File: config.mk
export PLATFORM = sky130hd
export DESIGN_NAME = rx_err_logger
export DESIGN_NICKNAME = d
export VERILOG_FILES = /design/src/rtl/rxel_pkg.sv /design/src/rtl/rxel_regs.sv /design/src/rtl/rxel_level.sv /design/src/rtl/rxel_conceal.sv /design/src/rtl/rx_err_logger.sv
export SDC_FILE = /design/constraint.sdc
export NUM_CORES = 1
export LEC_CHECK = 0
export BUFFER_PORTS_ARGS = -buffer_cell sky130_fd_sc_hd__buf_2
export CORE_MARGIN = 5
export CORE_UTILIZATION = 50
export DETAILED_ROUTE_END_ITERATION = 12
export GPL_TIMING_DRIVEN = 0
export HOLD_SLACK_MARGIN = 0.12
export PLACE_DENSITY = 0.76
export REMOVE_ABC_BUFFERS = 1
export SLEW_MARGIN = 20
export SYNTH_ARGS = -nofsm -noshare
export SYNTH_HDL_FRONTEND = slang
export SYNTH_HIERARCHICAL = 1
export SYNTH_SLANG_ARGS = --single-unit
File: constraint.sdc
create_clock -name clk -period 2.45 [get_ports clk]
set_clock_uncertainty 0.1 [all_clocks]
set_input_delay 0.245 -clock clk [delete_from_list [all_inputs] [get_ports clk]]
set_output_delay 0.245 -clock clk [all_outputs]
set_load 0.01 [all_outputs]
File: src/rtl/rxel_pkg.sv
package rxel_pkg;

    localparam int NERR   = 7;
    localparam int REG_W  = 8;
    localparam int ADDR_W = 2;

    localparam logic [ADDR_W-1:0] ADDR_MASK = 2'd0;
    localparam logic [ADDR_W-1:0] ADDR_STAT = 2'd1;
    localparam logic [ADDR_W-1:0] ADDR_HOLD = 2'd2;

    localparam int B_VALIDITY = 0;
    localparam int B_PARITY   = 1;
    localparam int B_BIPHASE  = 2;
    localparam int B_CONF     = 3;
    localparam int B_LOCK     = 4;
    localparam int B_QCRC     = 5;
    localparam int B_CSCRC    = 6;

    localparam logic [NERR-1:0] SAMPLE_AFFECT = 7'b001_1111;
    localparam logic [NERR-1:0] NO_VALIDITY   = 7'b111_1110;

    typedef enum logic [1:0] {
        HOLD_REPEAT = 2'b00,
        HOLD_MUTE   = 2'b01,
        HOLD_PASS   = 2'b10,
        HOLD_PASS_X = 2'b11
    } hold_e;

    typedef struct packed {
        logic            strobe;
        logic [NERR-1:0] live;
    } err_ev_t;

    function automatic logic needs_conceal(input logic [NERR-1:0] live);
        return |(live & SAMPLE_AFFECT);
    endfunction

    function automatic logic any_nonvalid(input logic [NERR-1:0] live);
        return |(live & NO_VALIDITY);
    endfunction

endpackage

File: src/rtl/rxel_regs.sv
module rxel_regs
    import rxel_pkg::*;
(
    input  logic              clk,
    input  logic              rst,
    input  logic [ADDR_W-1:0] reg_addr,
    input  logic              reg_wr,
    input  logic              reg_rd,
    input  logic [REG_W-1:0]  reg_wdata,
    input  err_ev_t           ev,
    output logic [NERR-1:0]   mask_q,
    output hold_e             hold_q,
    output logic [NERR-1:0]   status_q,
    output logic [REG_W-1:0]  reg_rdata
);

    logic stat_rd;
    logic unused_wbit;

    assign stat_rd     = reg_rd && (reg_addr == ADDR_STAT);
    assign unused_wbit = reg_wdata[REG_W-1];

    always_ff @(posedge clk) begin
        if (rst) begin
            mask_q <= '0;
            hold_q <= HOLD_REPEAT;
        end else if (reg_wr) begin
            if (reg_addr == ADDR_MASK) mask_q <= reg_wdata[NERR-1:0];
            if (reg_addr == ADDR_HOLD) hold_q <= hold_e'(reg_wdata[1:0]);
        end
    end

    for (genvar i = 0; i < NERR; i++) begin : g_sticky
        logic hit;
        assign hit = ev.strobe && ev.live[i];
        always_ff @(posedge clk) begin
            if (rst)          status_q[i] <= 1'b0;
            else if (hit)     status_q[i] <= 1'b1;
            else if (stat_rd) status_q[i] <= 1'b0;
        end
    end

    always_ff @(posedge clk) begin
        if (rst) begin
            reg_rdata <= '0;
        end else if (reg_rd) begin
            case (reg_addr)
                ADDR_MASK: reg_rdata <= {1'b0, mask_q};
                ADDR_STAT: reg_rdata <= {1'b0, status_q};
                ADDR_HOLD: reg_rdata <= {6'b0, hold_q};
                default:   reg_rdata <= '0;
            endcase
        end
    end

endmodule

File: src/rtl/rxel_level.sv
module rxel_level
    import rxel_pkg::*;
(
    input  logic    clk,
    input  logic    rst,
    input  err_ev_t ev,
    output logic    irq,
    output logic    rerr,
    output logic    nverr
);

    always_ff @(posedge clk) begin
        if (rst) begin
            irq   <= 1'b0;
            rerr  <= 1'b0;
            nverr <= 1'b0;
        end else begin
            irq <= ev.strobe && (|ev.live);
            if (ev.strobe) begin
                rerr  <= |ev.live;
                nverr <= any_nonvalid(ev.live);
            end
        end
    end

endmodule

File: src/rtl/rxel_conceal.sv
module rxel_conceal
    import rxel_pkg::*;
#(
    parameter int DATA_W = 24
) (
    input  logic              clk,
    input  logic              rst,
    input  err_ev_t           ev,
    input  logic [DATA_W-1:0] smp_data,
    input  hold_e             hold_q,
    output logic              out_valid,
    output logic [DATA_W-1:0] out_data
);

    logic              bad;
    logic [DATA_W-1:0] last_good;
    logic [DATA_W-1:0] chosen;

    assign bad = needs_conceal(ev.live);

    always_comb begin
        chosen = smp_data;
        if (bad) begin
            case (hold_q)
                HOLD_REPEAT: chosen = last_good;
                HOLD_MUTE:   chosen = '0;
                default:     chosen = smp_data;
            endcase
        end
    end

    always_ff @(posedge clk) begin
        if (rst) begin
            out_valid <= 1'b0;
            out_data  <= '0;
            last_good <= '0;
        end else begin
            out_valid <= ev.strobe;
            if (ev.strobe) begin
                out_data <= chosen;
                if (!bad) last_good <= smp_data;
            end
        end
    end

endmodule

File: src/rtl/rx_err_logger.sv
module rx_err_logger
    import rxel_pkg::*;
#(
    parameter int DATA_W = 24
) (
    input  logic              clk,
    input  logic              rst,
    input  logic              smp_valid,
    input  logic [DATA_W-1:0] smp_data,
    input  logic [6:0]        err_flags,
    input  logic [1:0]        reg_addr,
    input  logic              reg_wr,
    input  logic              reg_rd,
    input  logic [7:0]        reg_wdata,
    output logic [7:0]        reg_rdata,
    output logic              out_valid,
    output logic [DATA_W-1:0] out_data,
    output logic              irq,
    output logic              rerr,
    output logic              nverr
);

    logic [NERR-1:0] mask_q;
    logic [NERR-1:0] status_q;
    hold_e           hold_q;
    err_ev_t         ev;

    assign ev.strobe = smp_valid;
    assign ev.live   = smp_valid ? (err_flags & mask_q) : '0;

    rxel_regs u_regs (
        .clk       (clk),
        .rst       (rst),
        .reg_addr  (reg_addr),
        .reg_wr    (reg_wr),
        .reg_rd    (reg_rd),
        .reg_wdata (reg_wdata),
        .ev        (ev),
        .mask_q    (mask_q),
        .hold_q    (hold_q),
        .status_q  (status_q),
        .reg_rdata (reg_rdata)
    );

    rxel_level u_level (
        .clk   (clk),
        .rst   (rst),
        .ev    (ev),
        .irq   (irq),
        .rerr  (rerr),
        .nverr (nverr)
    );

    rxel_conceal #(.DATA_W(DATA_W)) u_conceal (
        .clk       (clk),
        .rst       (rst),
        .ev        (ev),
        .smp_data  (smp_data),
        .hold_q    (hold_q),
        .out_valid (out_valid),
        .out_data  (out_data)
    );

endmodule

* Word level (Yosys, flattened, before mapping)
Index checks and enable logic that the tools add are counted.
W data, S select, Z words.
** Word-level totals
- Bits in registers :: 76
- Input bits :: 46
- Output and inout port bits :: 36
- Logic and storage cells :: 57
** Operators by class
- Equal/unequal tests :: 3
- Mux-type cells :: 12
- Bitwise logic cells :: 2
- Reduce and logical (&&, ||, !) cells :: 24
** Operators with widths (number)
- $pmux W24 S2 :: 1
- $mux W24 :: 1
- $pmux W7 S3 :: 1
- $reduce_bool A2 Y1 :: 7
- $logic_and A1 B1 Y1 :: 9
- $mux W1 :: 8
- $and A7 B7 Y7 :: 1
- $mux W7 :: 1
- $reduce_or A7 Y1 :: 1
- $reduce_and A2 Y1 :: 3
- $reduce_or A6 Y1 :: 1
- $reduce_or A5 Y1 :: 1
- $eq A2 B1 Y1 const B :: 2
- $logic_not A2 Y1 :: 2
- $eq A2 B2 Y1 const B :: 1
- $not A1 Y1 :: 1

* Depth between registers and ports, before layout
- Word-level depth :: 5
- Mapped depth :: 6
- Depth with buffers taken out :: 5

* Hierarchy
The synthesis kept the hierarchy.
** By module, submodules not included
- rxel_conceal :: times used 1, cells an instance 195, area each 1963.1 µm²
- rxel_regs :: times used 1, cells an instance 96, area each 938.4 µm²
- rxel_level :: times used 1, cells an instance 12, area each 126.4 µm²
- rx_err_logger :: times used 1, cells an instance 7, area each 43.8 µm²

* Worst setup path before layout
Ideal clock, no wire load.
- Path type :: register -> register
- From :: register u_regs.mask_q[1]
- To :: register u_conceal.out_data[0]
- Library setup time :: 0.138 ns
- Arrival time :: 1.352 ns
- Data required time :: 2.212 ns
- Path slack :: 0.861 ns
- Stages on the path, launching flop included :: 7
- Path buffers :: 1
- Period minus slack after synthesis :: 1.589 ns
- Cells stage by stage :: dfxtp_1 -> and3_1 -> nor3_2 -> nand2_1 -> buf_6 -> a32oi_1 -> a211oi_1
** RTL lines
- from (decl) :: line rxel_regs.sv:11 : output logic [NERR-1:0] mask_q,
- from (signal assigned) :: line rxel_regs.sv:28 : if (reg_addr == ADDR_MASK) mask_q <= reg_wdata[NERR-1:0];
- to (signal assigned) :: line rxel_conceal.sv:40 : out_data <= chosen;
- to (decl) :: line rxel_conceal.sv:12 : output logic [DATA_W-1:0] out_data

==> flow_metrics.tcl <==
set metrics [dict create \
    critPathKind "flip-flop to flip-flop" \
    report.final.slew_viol_count 0 \
    clock_sinks 75 \
    layout-drive-gt1-share_pct 26.2 \
    syn_area_sq_um 3070 \
    synth-seq-area-share_pct 48.9 \
    final_nets 453 \
    synthCells 310 \
    gp_congestion 0.775 \
    period_minus_slack_ns 2.05 \
    grt_pass1_vias 2488 \
    num_rows 28 \
    cp-end-kind "flip-flop" \
    dr.pass1.iters 4 \
    crit_path_top_delay_cell "nand3_4" \
    placed_cells 440 \
    dieWidth_um 88.4 \
    cp_cell_sequence "and3_1 -> nor3_2 -> nand3_4 -> mux2i_1 -> nor2_1" \
    drv_cap 0 \
    layout_setup_ws_ns 0.398 \
    slew_headroom_pct 49.5 \
    synth.distinct_cells 27 \
    drt-total-wl_um 7300 \
    synthTopCellsByArea "dfxtp_1, mux2i_1, nor2_1" \
    cts_root_buffer "clkbuf_8" \
    ioPinCount 82 \
    wl_per_cell_um 15.0 \
    die-height_um 88.4 \
    cts_tree "done" \
    hold_viol 0 \
    worst_setup_path_start_kind "flip-flop" \
    dpl_cell_area_sq_um 3420 \
    track_usage_pct 19.2 \
    power_density_nw_per_um2 744 \
    cts_buffers 9 \
    holdWs_ns 0.179 \
    grt_overflow 0 \
    clk_latency_ns 0.33 \
    pre_cts_slack_ns -0.519 \
    hp-class "input port to flip-flop" \
    grt_pass1_wl_um 11700 \
    clk_pin_slew_worst_paths_ns 0.08 \
    final_cell_area_sq_um 4030 \
    htree_levels 3 \
    synthToLayoutAreaGrowth_pct 31.2 \
    drc 0 \
    worst_pin_slew_ns 0.754 \
    portBuffers 79 \
    antenna_found_initial 0 \
    drt_iter0_markers 97 \
    yosysWarnings 6 \
    postRouteAntennaNets 0 \
    fmax_mhz 487 \
    required_ns 2.55 \
    cp_max_fo 24 \
    n_antenna_cell 0 \
    core_sq_um 5960 \
    rsz0062_at_grt "no" \
    status "completed" \
    yosysTopAreaCell "dfxtp_1" \
    die_area_sq_um 7810 \
    final-instance-count-excl-fill 487 \
    post_cts_buffers 0 \
    setup_viol 0 \
    yosys.area.top_type_share_pct 48.9 \
    viasPerCell 5.36 \
    ys_ff_latch 75 \
    initial_core_util_pct 51.6 \
    period_share_pct 83.8 \
    worstPathArrival_ns 2.15 \
    grt_max_degree 76 \
    vdd_drop_max_mv 0.534 \
    cpPeakStageDelay_ns 0.44 \
    p_leak_nw 1.80 \
    dp_hpwl_um 4510 \
    fin_setup_tns_ns 0 \
    vias 2609 \
    clk_path_buf_depth 2 \
    avgSynthCellArea_sq_um 9.91 \
]
-- cells by family after synthesis --
kind of cell           share of synthesized area [%]
AOI/OAI and AO/OA                               16.9
buffers and inverters                           5.34
DFF                                             48.9
muxes                                           13.2
other                                          0.122
and+or+nand+nor                                 15.5
-- cell usage after synthesis, drive strengths merged --
library cell and count:
nand2 1, mux2i 35, nor2 76, conb 1, a211oi 24, nor2b 7
nand3b 4, o211a 2, a22oi 7, a21o 1, nor4 1, mux2 5
buf 11, a21oi 6, a311oi 2, nor3b 1, and3 7, a32oi 24
nand2b 1, clkbuf 14, nand3 1, nor3 4, dfxtp 75
-- stage by stage --
step / power (W) / util, %
floorplan: 0.00150 / -
global placement: 0.00165 / 57.0
detailed placement: 0.00166 / 57.4
CTS: 0.00302 / 67.5
global route: 0.00312 / 67.6
finish: 0.00300 / 67.6
-- path summary, 6_finish.rpt --
| check | start | endpoint | slack (ns) | cells past startpoint |
|---|---|---|---|---|
| setup / recovery | u_regs/mask_q[1] | u_conceal/last_good[9] | 0.40 | 5 |
| hold / removal | reg_rd | u_regs/reg_rdata[0] | 0.18 | 3 |
| setup reg to reg | u_regs/mask_q[1] | u_conceal/last_good[9] | 0.40 | 5 |
| hold reg to reg | u_regs/reg_rdata[1] | u_regs/reg_rdata[1] | 0.38 | 2 |
-- routing by layer --
layer  GRT usage, %  up-vias  share of wire [%]
met5              0        -                  0
met4           8.79        0                1.7
met3           3.26       14                4.2
met2           31.8       57                 50
met1           24.5     1219                 44
li1               -     1319                  -
-- layout make-up --
type	count	area [sq um]
clock buffer	9	124
clock inverter	7	164
fill	506	1930
multi-input combinational	210	1420
sequential	75	1500
tap	75	93.8
timing repair buffer	111	722
-- worst max-delay path, delay by kind of cell (launching register included) --
family | cells | cell delay [ns]
and+or+nand+nor | 4 | 1.12
muxes | 1 | 0.37
DFF | 1 | 0.33
-- power breakdown --
group / internal, W / switching [W] / leakage, nW
clock network: 0.000883 / 0.000443 / 0.143
logic: 0.000165 / 0.000186 / 1.04
registers: 0.00129 / 0.0000335 / 0.617
-- repair_timing --
item                                    in CTS  in global routing
gates cloned                                 0                  0
gates resized for setup                      1                  2
hold buffers                                31                  0
endpoints found under the setup margin      32                 10
pin swaps                                    0                  0
endpoints found under the hold margin       33                  0
-- registers in the layout, summed over array words and instances, names as in the netlist --
signal               cells
u_conceal/last_good     24
u_conceal/out_data      24
u_conceal/out_valid      1
u_level/irq              1
u_level/nverr            1
u_level/rerr             1
u_regs/hold_q            2
u_regs/mask_q            7
u_regs/reg_rdata         7
u_regs/status_q          7
-- cell usage in the layout, fill, tap and decap left out, types with 2 or more instances in the layout --
cell type and instances:
mux2i_1 35, nor3_1 3, nor2_1 75, mux2_2 5
buf_2 77, dlygate4sd3_1 31, and3_1 7, a32oi_1 24
nor2b_1 7, bufinv_16 5, a211oi_1 24, buf_4 2
clkbuf_8 9, o211a_1 2, dfxtp_1 75, nand3b_1 4
a21oi_1 6, a311oi_1 2, a22oi_1 7
(Power assumes the default switching activity.)
